$ cat src/rtl/psd_pkg.sv
package psd_pkg;
   typedef enum logic [1:0] {
      SZ_BYTE = 2'b00,
      SZ_WORD = 2'b01,
      SZ_BAD  = 2'b10,
      SZ_LONG = 2'b11
   } psd_size_e;

   typedef enum logic [1:0] {
      WIN_NONE,
      WIN_SMEM,
      WIN_SIO,
      WIN_DENSE
   } psd_win_e;

   typedef enum logic [1:0] {
      ST_IDLE,
      ST_ISSUE,
      ST_WAIT,
      ST_RESP
   } psd_state_e;

   localparam int SPARSE_SHIFT = 5;
endpackage

$ cat src/rtl/psd_ext_reg.sv
module psd_ext_reg #(
   parameter int DATA_W = 32,
   parameter int EXT_W  = 5
) (
   input  logic              clk,
   input  logic              rst_n,
   input  logic              we,
   input  logic [DATA_W-1:0] wdata,
   output logic [EXT_W-1:0]  ext_eff
);
   logic [EXT_W-1:0] ext_q;
   logic [EXT_W-1:0] new_val;

   assign new_val = wdata[DATA_W-1 -: EXT_W];

   always_ff @(posedge clk) begin
      if (!rst_n)   ext_q <= '0;
      else if (we)  ext_q <= new_val;
   end

   // forward a same-cycle write so the accepted request sees it
   assign ext_eff = we ? new_val : ext_q;

   AST_EXT_HOLD: assert property (@(posedge clk) disable iff (!rst_n)
      !we |=> $stable(ext_q));
endmodule

$ cat src/rtl/psd_window.sv
module psd_window
   import psd_pkg::*;
#(
   parameter int PCI_AW = 32,
   parameter int EXT_W  = 5,
   parameter int IO_AW  = 24
) (
   input  logic [PCI_AW+1:0] addr,
   input  logic              wide,
   input  logic [EXT_W-1:0]  ext,
   output psd_win_e          win,
   output psd_size_e         size,
   output logic [PCI_AW-1:0] pci_addr,
   output logic              bad
);
   localparam int HAW     = PCI_AW + 2;
   localparam int REG_LSB = PCI_AW - 3;
   localparam int REG_W   = HAW - REG_LSB;
   localparam logic [REG_W-1:0] IO_REGION = REG_W'(5'b01110);

   logic [PCI_AW-1:0] off;
   logic [1:0]        top2;

   assign off  = addr[PCI_AW-1:0];
   assign top2 = addr[HAW-1 -: 2];

   always_comb begin
      if (top2 == 2'b10)                            win = WIN_SMEM;
      else if (top2 == 2'b11)                       win = WIN_DENSE;
      else if (addr[HAW-1:REG_LSB] == IO_REGION)    win = WIN_SIO;
      else                                          win = WIN_NONE;
   end

   always_comb begin
      size     = SZ_LONG;
      pci_addr = off;
      bad      = 1'b0;
      unique case (win)
         WIN_SMEM: begin
            size     = psd_size_e'(off[4:3]);
            pci_addr = {ext, off[PCI_AW-1:SPARSE_SHIFT]};
            bad      = wide || (size == SZ_BAD);
         end
         WIN_SIO: begin
            size     = psd_size_e'(off[4:3]);
            pci_addr = {{(PCI_AW-IO_AW){1'b0}}, off[SPARSE_SHIFT +: IO_AW]};
            bad      = wide || (size == SZ_BAD);
         end
         WIN_DENSE: begin
            bad = wide ? (off[2:0] != 3'b000) : (off[1:0] != 2'b00);
         end
         default: bad = 1'b1;
      endcase
   end
endmodule

$ cat src/rtl/psd_lanes.sv
module psd_lanes
   import psd_pkg::*;
#(
   parameter int DATA_W = 32
) (
   input  psd_size_e                       size,
   input  logic [$clog2(DATA_W/8)-1:0]     lane,
   input  logic [DATA_W-1:0]               wdata_in,
   output logic [DATA_W/8-1:0]             be_n,
   output logic [DATA_W-1:0]               wdata_out,
   output logic                            misalign
);
   localparam int LANES = DATA_W / 8;
   localparam int LW    = $clog2(LANES);
   localparam int CW    = LW + 2;

   logic [CW-1:0] nb;
   logic [CW-1:0] lane_x;
   logic [CW-1:0] span_end;

   always_comb begin
      unique case (size)
         SZ_BYTE: nb = CW'(1);
         SZ_WORD: nb = CW'(2);
         SZ_LONG: nb = CW'(LANES);
         default: nb = '0;
      endcase
   end

   assign lane_x   = CW'(lane);
   assign span_end = lane_x + nb;
   assign misalign = span_end > CW'(LANES);

   for (genvar i = 0; i < LANES; i++) begin : g_lane
      assign be_n[i] = !((CW'(i) >= lane_x) && (CW'(i) < span_end));
   end

   assign wdata_out = wdata_in << {lane, 3'b000};
endmodule

$ cat src/rtl/pci_sparse_decode.sv
module pci_sparse_decode
   import psd_pkg::*;
#(
   parameter int PCI_AW = 32,
   parameter int DATA_W = 32,
   parameter int EXT_W  = 5,
   parameter int IO_AW  = 24
) (
   input  logic                  clk,
   input  logic                  rst_n,
   input  logic                  h_valid,
   output logic                  h_ready,
   input  logic [PCI_AW+1:0]     h_addr,
   input  logic                  h_write,
   input  logic                  h_wide,
   input  logic [DATA_W-1:0]     h_wdata,
   output logic                  rsp_valid,
   output logic                  rsp_err,
   output logic [DATA_W-1:0]     rsp_rdata,
   input  logic                  csr_we,
   input  logic [DATA_W-1:0]     csr_wdata,
   output logic                  p_valid,
   input  logic                  p_ready,
   output logic [PCI_AW-1:0]     p_addr,
   output logic                  p_io,
   output logic                  p_write,
   output logic                  p_wide,
   output logic [DATA_W/8-1:0]   p_be_n,
   output logic [DATA_W-1:0]     p_wdata,
   input  logic                  p_rsp_valid,
   input  logic [DATA_W-1:0]     p_rdata
);
   localparam int LANES = DATA_W / 8;
   localparam int LW    = $clog2(LANES);

   if (DATA_W != 32) begin : g_bad_dw
      $error("pci_sparse_decode: size codes assume a 32-bit data path");
   end
   if (EXT_W != SPARSE_SHIFT) begin : g_bad_ext
      $error("pci_sparse_decode: EXT_W must equal the sparse shift");
   end
   if (SPARSE_SHIFT + IO_AW > PCI_AW - 3) begin : g_bad_io
      $error("pci_sparse_decode: I/O address does not fit its window");
   end

   psd_state_e        state;
   logic [EXT_W-1:0]  ext_eff;
   psd_win_e          win;
   psd_size_e         size;
   logic [PCI_AW-1:0] dec_addr;
   logic              dec_bad;
   logic [LANES-1:0]  dec_be_n;
   logic [DATA_W-1:0] dec_wdata;
   logic              misalign;
   logic              accept;
   logic              reject;
   logic              err_q;

   psd_ext_reg #(.DATA_W(DATA_W), .EXT_W(EXT_W)) u_ext (
      .clk(clk), .rst_n(rst_n), .we(csr_we), .wdata(csr_wdata), .ext_eff(ext_eff)
   );

   psd_window #(.PCI_AW(PCI_AW), .EXT_W(EXT_W), .IO_AW(IO_AW)) u_win (
      .addr(h_addr), .wide(h_wide), .ext(ext_eff),
      .win(win), .size(size), .pci_addr(dec_addr), .bad(dec_bad)
   );

   psd_lanes #(.DATA_W(DATA_W)) u_lanes (
      .size(size), .lane(dec_addr[LW-1:0]), .wdata_in(h_wdata),
      .be_n(dec_be_n), .wdata_out(dec_wdata), .misalign(misalign)
   );

   assign h_ready = (state == ST_IDLE);
   assign accept  = h_valid && h_ready;
   assign reject  = dec_bad || misalign;

   always_ff @(posedge clk) begin
      if (!rst_n) begin
         state     <= ST_IDLE;
         err_q     <= 1'b0;
         p_addr    <= '0;
         p_io      <= 1'b0;
         p_write   <= 1'b0;
         p_wide    <= 1'b0;
         p_be_n    <= '1;
         p_wdata   <= '0;
         rsp_rdata <= '0;
      end else begin
         unique case (state)
            ST_IDLE: if (accept) begin
               err_q     <= reject;
               p_addr    <= dec_addr;
               p_io      <= (win == WIN_SIO);
               p_write   <= h_write;
               p_wide    <= h_wide;
               p_be_n    <= dec_be_n;
               p_wdata   <= dec_wdata;
               rsp_rdata <= '0;
               state     <= reject ? ST_RESP : ST_ISSUE;
            end
            ST_ISSUE: if (p_ready) state <= ST_WAIT;
            ST_WAIT: if (p_rsp_valid) begin
               rsp_rdata <= p_rdata;
               state     <= ST_RESP;
            end
            default: state <= ST_IDLE;
         endcase
      end
   end

   assign p_valid   = (state == ST_ISSUE);
   assign rsp_valid = (state == ST_RESP);
   assign rsp_err   = rsp_valid && err_q;

   AST_REJECT_NO_CYCLE: assert property (@(posedge clk) disable iff (!rst_n)
      (accept && reject) |=> (!p_valid && rsp_valid && rsp_err));
   AST_PVALID_HOLD: assert property (@(posedge clk) disable iff (!rst_n)
      (p_valid && !p_ready) |=> (p_valid && $stable(p_addr) && $stable(p_be_n) && $stable(p_wdata)));
   AST_RSP_PULSE: assert property (@(posedge clk) disable iff (!rst_n)
      rsp_valid |=> !rsp_valid);
   AST_BE_SPAN: assert property (@(posedge clk) disable iff (!rst_n)
      p_valid |-> ($countones(~p_be_n) == 1 || $countones(~p_be_n) == 2 || $countones(~p_be_n) == LANES));
   AST_IO_NARROW: assert property (@(posedge clk) disable iff (!rst_n)
      (p_valid && p_io) |-> (p_addr[PCI_AW-1:IO_AW] == '0));
   AST_WIDE_DENSE: assert property (@(posedge clk) disable iff (!rst_n)
      (p_valid && p_wide) |-> (!p_io && p_addr[2:0] == 3'b000));
endmodule

$ cat config.mk
export PLATFORM = sky130hd
export DESIGN_NAME = pci_sparse_decode
export DESIGN_NICKNAME = d
export VERILOG_FILES = /design/src/rtl/psd_pkg.sv /design/src/rtl/psd_ext_reg.sv /design/src/rtl/psd_window.sv /design/src/rtl/psd_lanes.sv /design/src/rtl/pci_sparse_decode.sv
export SDC_FILE = /design/constraint.sdc
export NUM_CORES = 1
export LEC_CHECK = 0
export ABC_AREA = 1
export BUFFER_PORTS_ARGS = -buffer_cell sky130_fd_sc_hd__clkbuf_2
export CORE_UTILIZATION = 50
export DETAILED_ROUTE_END_ITERATION = 12
export MAX_ROUTING_LAYER = met4
export PLACE_DENSITY = 0.88
export SLEW_MARGIN = 5
export SYNTH_ARGS = -nofsm -noshare
export SYNTH_HDL_FRONTEND = slang
export SYNTH_SLANG_ARGS = --single-unit
$ cat constraint.sdc
create_clock -name clk -period 4 [get_ports clk]
set_input_delay 0.2 -clock clk [delete_from_list [all_inputs] [get_ports clk]]
set_output_delay 0.2 -clock clk [all_outputs]
set_load 0.05 [all_outputs]
==> key figures <==
Floorplan
  • Core ar.: 0.00982 mm²
  • Num ports: 245
  • Die Y: 103 µm
  • Die Wd: 103 µm
  • Die area: 0.0106 mm²
  • Rows: 36
  • Starting Density: 51.8%

STA
  • Pins Over Slew Limit: 0
  • Final Cycle Share: 57.8%
  • Setup TNS: 0 ns
  • Clock Skews: 0.0171 ns
  • Fin crit period: 2.31 ns
  • Slew @ Worst Pin: 1.07 ns
  • RSZ-0062 raised after global routing: false
  • Final hold vios: 0
  • Slew headroom: 28.4%
  • Final setup viols: 0
  • Final worst slack: 1.69 ns
  • F_max: 0.432 GHz

Place
  • Area of placed instances: 0.00616 mm²
  • Inst Count DP: 985
  • Input/output buffers: 217
  • Gp weighted congestion: 0.922
  • Hpwl dp: 9940 µm
  • Dpl ws: 1.33 ns

Worst setup path
  • Startpoint Class: input port
  • Depth of the most critical reg-to-reg path: 8
  • Class of the most critical setup path: in -> reg
  • RR Startpoint: state[0]
  • CP Capture Type: flop
  • Slowest CP cell: fa_1
  • Crit path required time: 4.20 ns
  • Crit-path most repeated cell: nand2_1
  • Critical Path Max Stage Delay: 0.41 ns
  • Worst EP arrival: 2.51 ns
  • Reg2Reg Setup Slack: 1.99 ns
  • Reg2reg end: rsp_rdata[8]
  • CP max FO: 30
  • Worst-path cell chain: clkbuf_2, nand2_1, nor2_2, nand2_2, nand2_4, inv_1, or2_2, nor2_1, ha_1, fa_1, inv_1, nand2_1, nand3_1, nand2_1, nand2_1, nand2_1, nand2_1, a21oi_1

GRT
  • Initial antenna violation count: 0
  • First-pass GRT wire length: 21000 µm
  • Number of global-route vias before repair: 4529
  • Largest net degree at the start of global routing: 65
  • Overflow after GRT: 0
  • Total GRT Usage: 25.8%

Clock network
  • CTS-repair resized insts: 0
  • Hold-fix buffers, CTS: 0
  • CTS Root Cell: clkbuf_8
  • Clock sink count: 111
  • Num CTS Buffers: 9
  • Worst skew pair latency: 0.37 ns
  • # Post-CTS Setup Buffers: 0
  • H-tree Lvls: 3
  • TritonCTS clock tree: done
  • Clk slew on worst S/H paths: 0.11 ns
  • Max Buffers Root-to-Sink: 2

Cells and area
  • Final net count: 1008
  • Most frequent cells in the layout: 217 x clkbuf_2, 114 x a21oi_1, 111 x dfxtp_1
  • Syn-to-layout area delta: 25.0%
  • N_diodes: 0
  • Fin cells: 1001
  • Leading cell type in the layout, fill and taps excluded: clkbuf_2
  • Post-Route Utilization: 64.8%
  • Layout cell share with drive strength beyond 1: 31.6%
  • Final Cell Area: 0.00636 mm²

Pwr
  • Static leakage: 0.00311 µW
  • P per Cell Area: 658 mW/mm²
  • Worst vdd ir: 0.375 mV

Route
  • Routed wire length: 13900 µm
  • DR pass1 iterations: 5
  • Antenna Nets Post-Route: 0
  • Vias post-DR: 5227
  • Average wire per standard cell: 13.9 µm
  • Iteration-0 DRC count of the detailed router: 188
  • DRC: 0
  • Via/cell ratio: 5.22

Yosys
  • Count of cell types in the netlist: 35
  • Async S/R FF share, synth: 0%
  • Ys flop type: dfxtp_1
  • FF+latch count, synth: 111
  • Seq/Total Area, Yosys: 43.7%
  • Number of synthesized flops with an enable pin: 0
  • Syn nets: 820
  • Mapped Area: 0.00509 mm²
  • Synthesized instance count: 675
  • Ys Warns: 0
  • Mean Syn Cell Area: 7.54 µm²

Min path
  • Hold Path Sink: rsp_rdata[3]
  • Hold path start: p_rdata[3]
  • Hold depth: 3
  • Worst Hold Class: in -> reg

Outcome
  • Status: finished clean

Run
  • Max_cap viols: 0
-- power by group --
| part | switching (µW) | internal, µW | total (µW) |
|---|---|---|---|
| registers | 109 | 1330 | 1440 |
| clock network | 393 | 301 | 694 |
| logic | 1580 | 474 | 2050 |
-- registers in the layout, summed over array words and instances (netlist names) --
register     count
p_addr          32
p_wdata         32
rsp_rdata       32
u_ext.ext_q      5
p_be_n           4
state            2
err_q            1
p_io             1
p_wide           1
p_write          1
-- stage by stage --
step	hold slack (ns)	total power, µW
global route	0.0627	4430
CTS	0.0520	4200
global placement	0.449	3480
detailed placement	0.456	3510
finish	0.0645	4180
floorplan	0.346	3020
-- logic make-up after synthesis --
logic type      after synthesis  synth area share (%)
buf+inv                      96                  8.54
flops                       111                  43.7
fa+ha+maj                     7                  1.87
simple gates                217                  19.5
compound gates              239                  25.4
mux                           5                 0.984
-- cells in the mapped netlist, types with 8 or more instances --
cell type / count / area share, %
nor2_1: 54 / 4.0
nand2_1: 99 / 7.3
a31oi_1: 14 / 1.7
a22oi_1: 8 / 1.2
o21ai_1: 9 / 0.89
buf_2: 11 / 1.1
inv_1: 43 / 3.2
dfxtp_1: 111 / 44
nand3_1: 44 / 4.3
clkbuf_1: 26 / 1.9
a21oi_1: 115 / 11
o21ai_0: 81 / 8.0
-- final cells by class --
type | instances | area [µm²]
well taps | 133 | 166
inverters | 48 | 185
multi-input cells | 468 | 2440
clock inverters | 6 | 75.1
clock buffers | 10 | 128
repair buffers | 225 | 1150
fillers | 929 | 3460
flip-flops and latches | 111 | 2220
-- worst max-delay path by stage --
stage	startpoint	endpoint	slack (ns)	cells past startpoint
finish	h_addr[30]	state[1]	1.69	18
CTS	h_addr[31]	state[1]	1.71	18
floorplan	h_addr[32]	state[1]	1.62	19
global route	h_addr[32]	state[1]	1.43	18
global placement	h_addr[32]	state[1]	1.38	18
detailed placement	h_addr[32]	state[1]	1.33	18
-- metal layers --
layer,part of all wire [%],global-route usage (%),vias to the layer above
li1,-,-,2659
met1,43,32.1,2321
met2,47,42.7,232
met3,8.8,4.88,15
met4,1.1,7.15,0
met5,0,-,-
-- worst max-delay path, delay by kind of cell --
kind	cells	cell delay [ns]
AND/OR/NAND/NOR	12	1.34
adder cells (fa/ha/maj)	2	0.59
buffers and inverters	3	0.32
AO/OA/AOI/OAI	1	0.05
No activity file was read; power rests on OpenSTA's default activity.
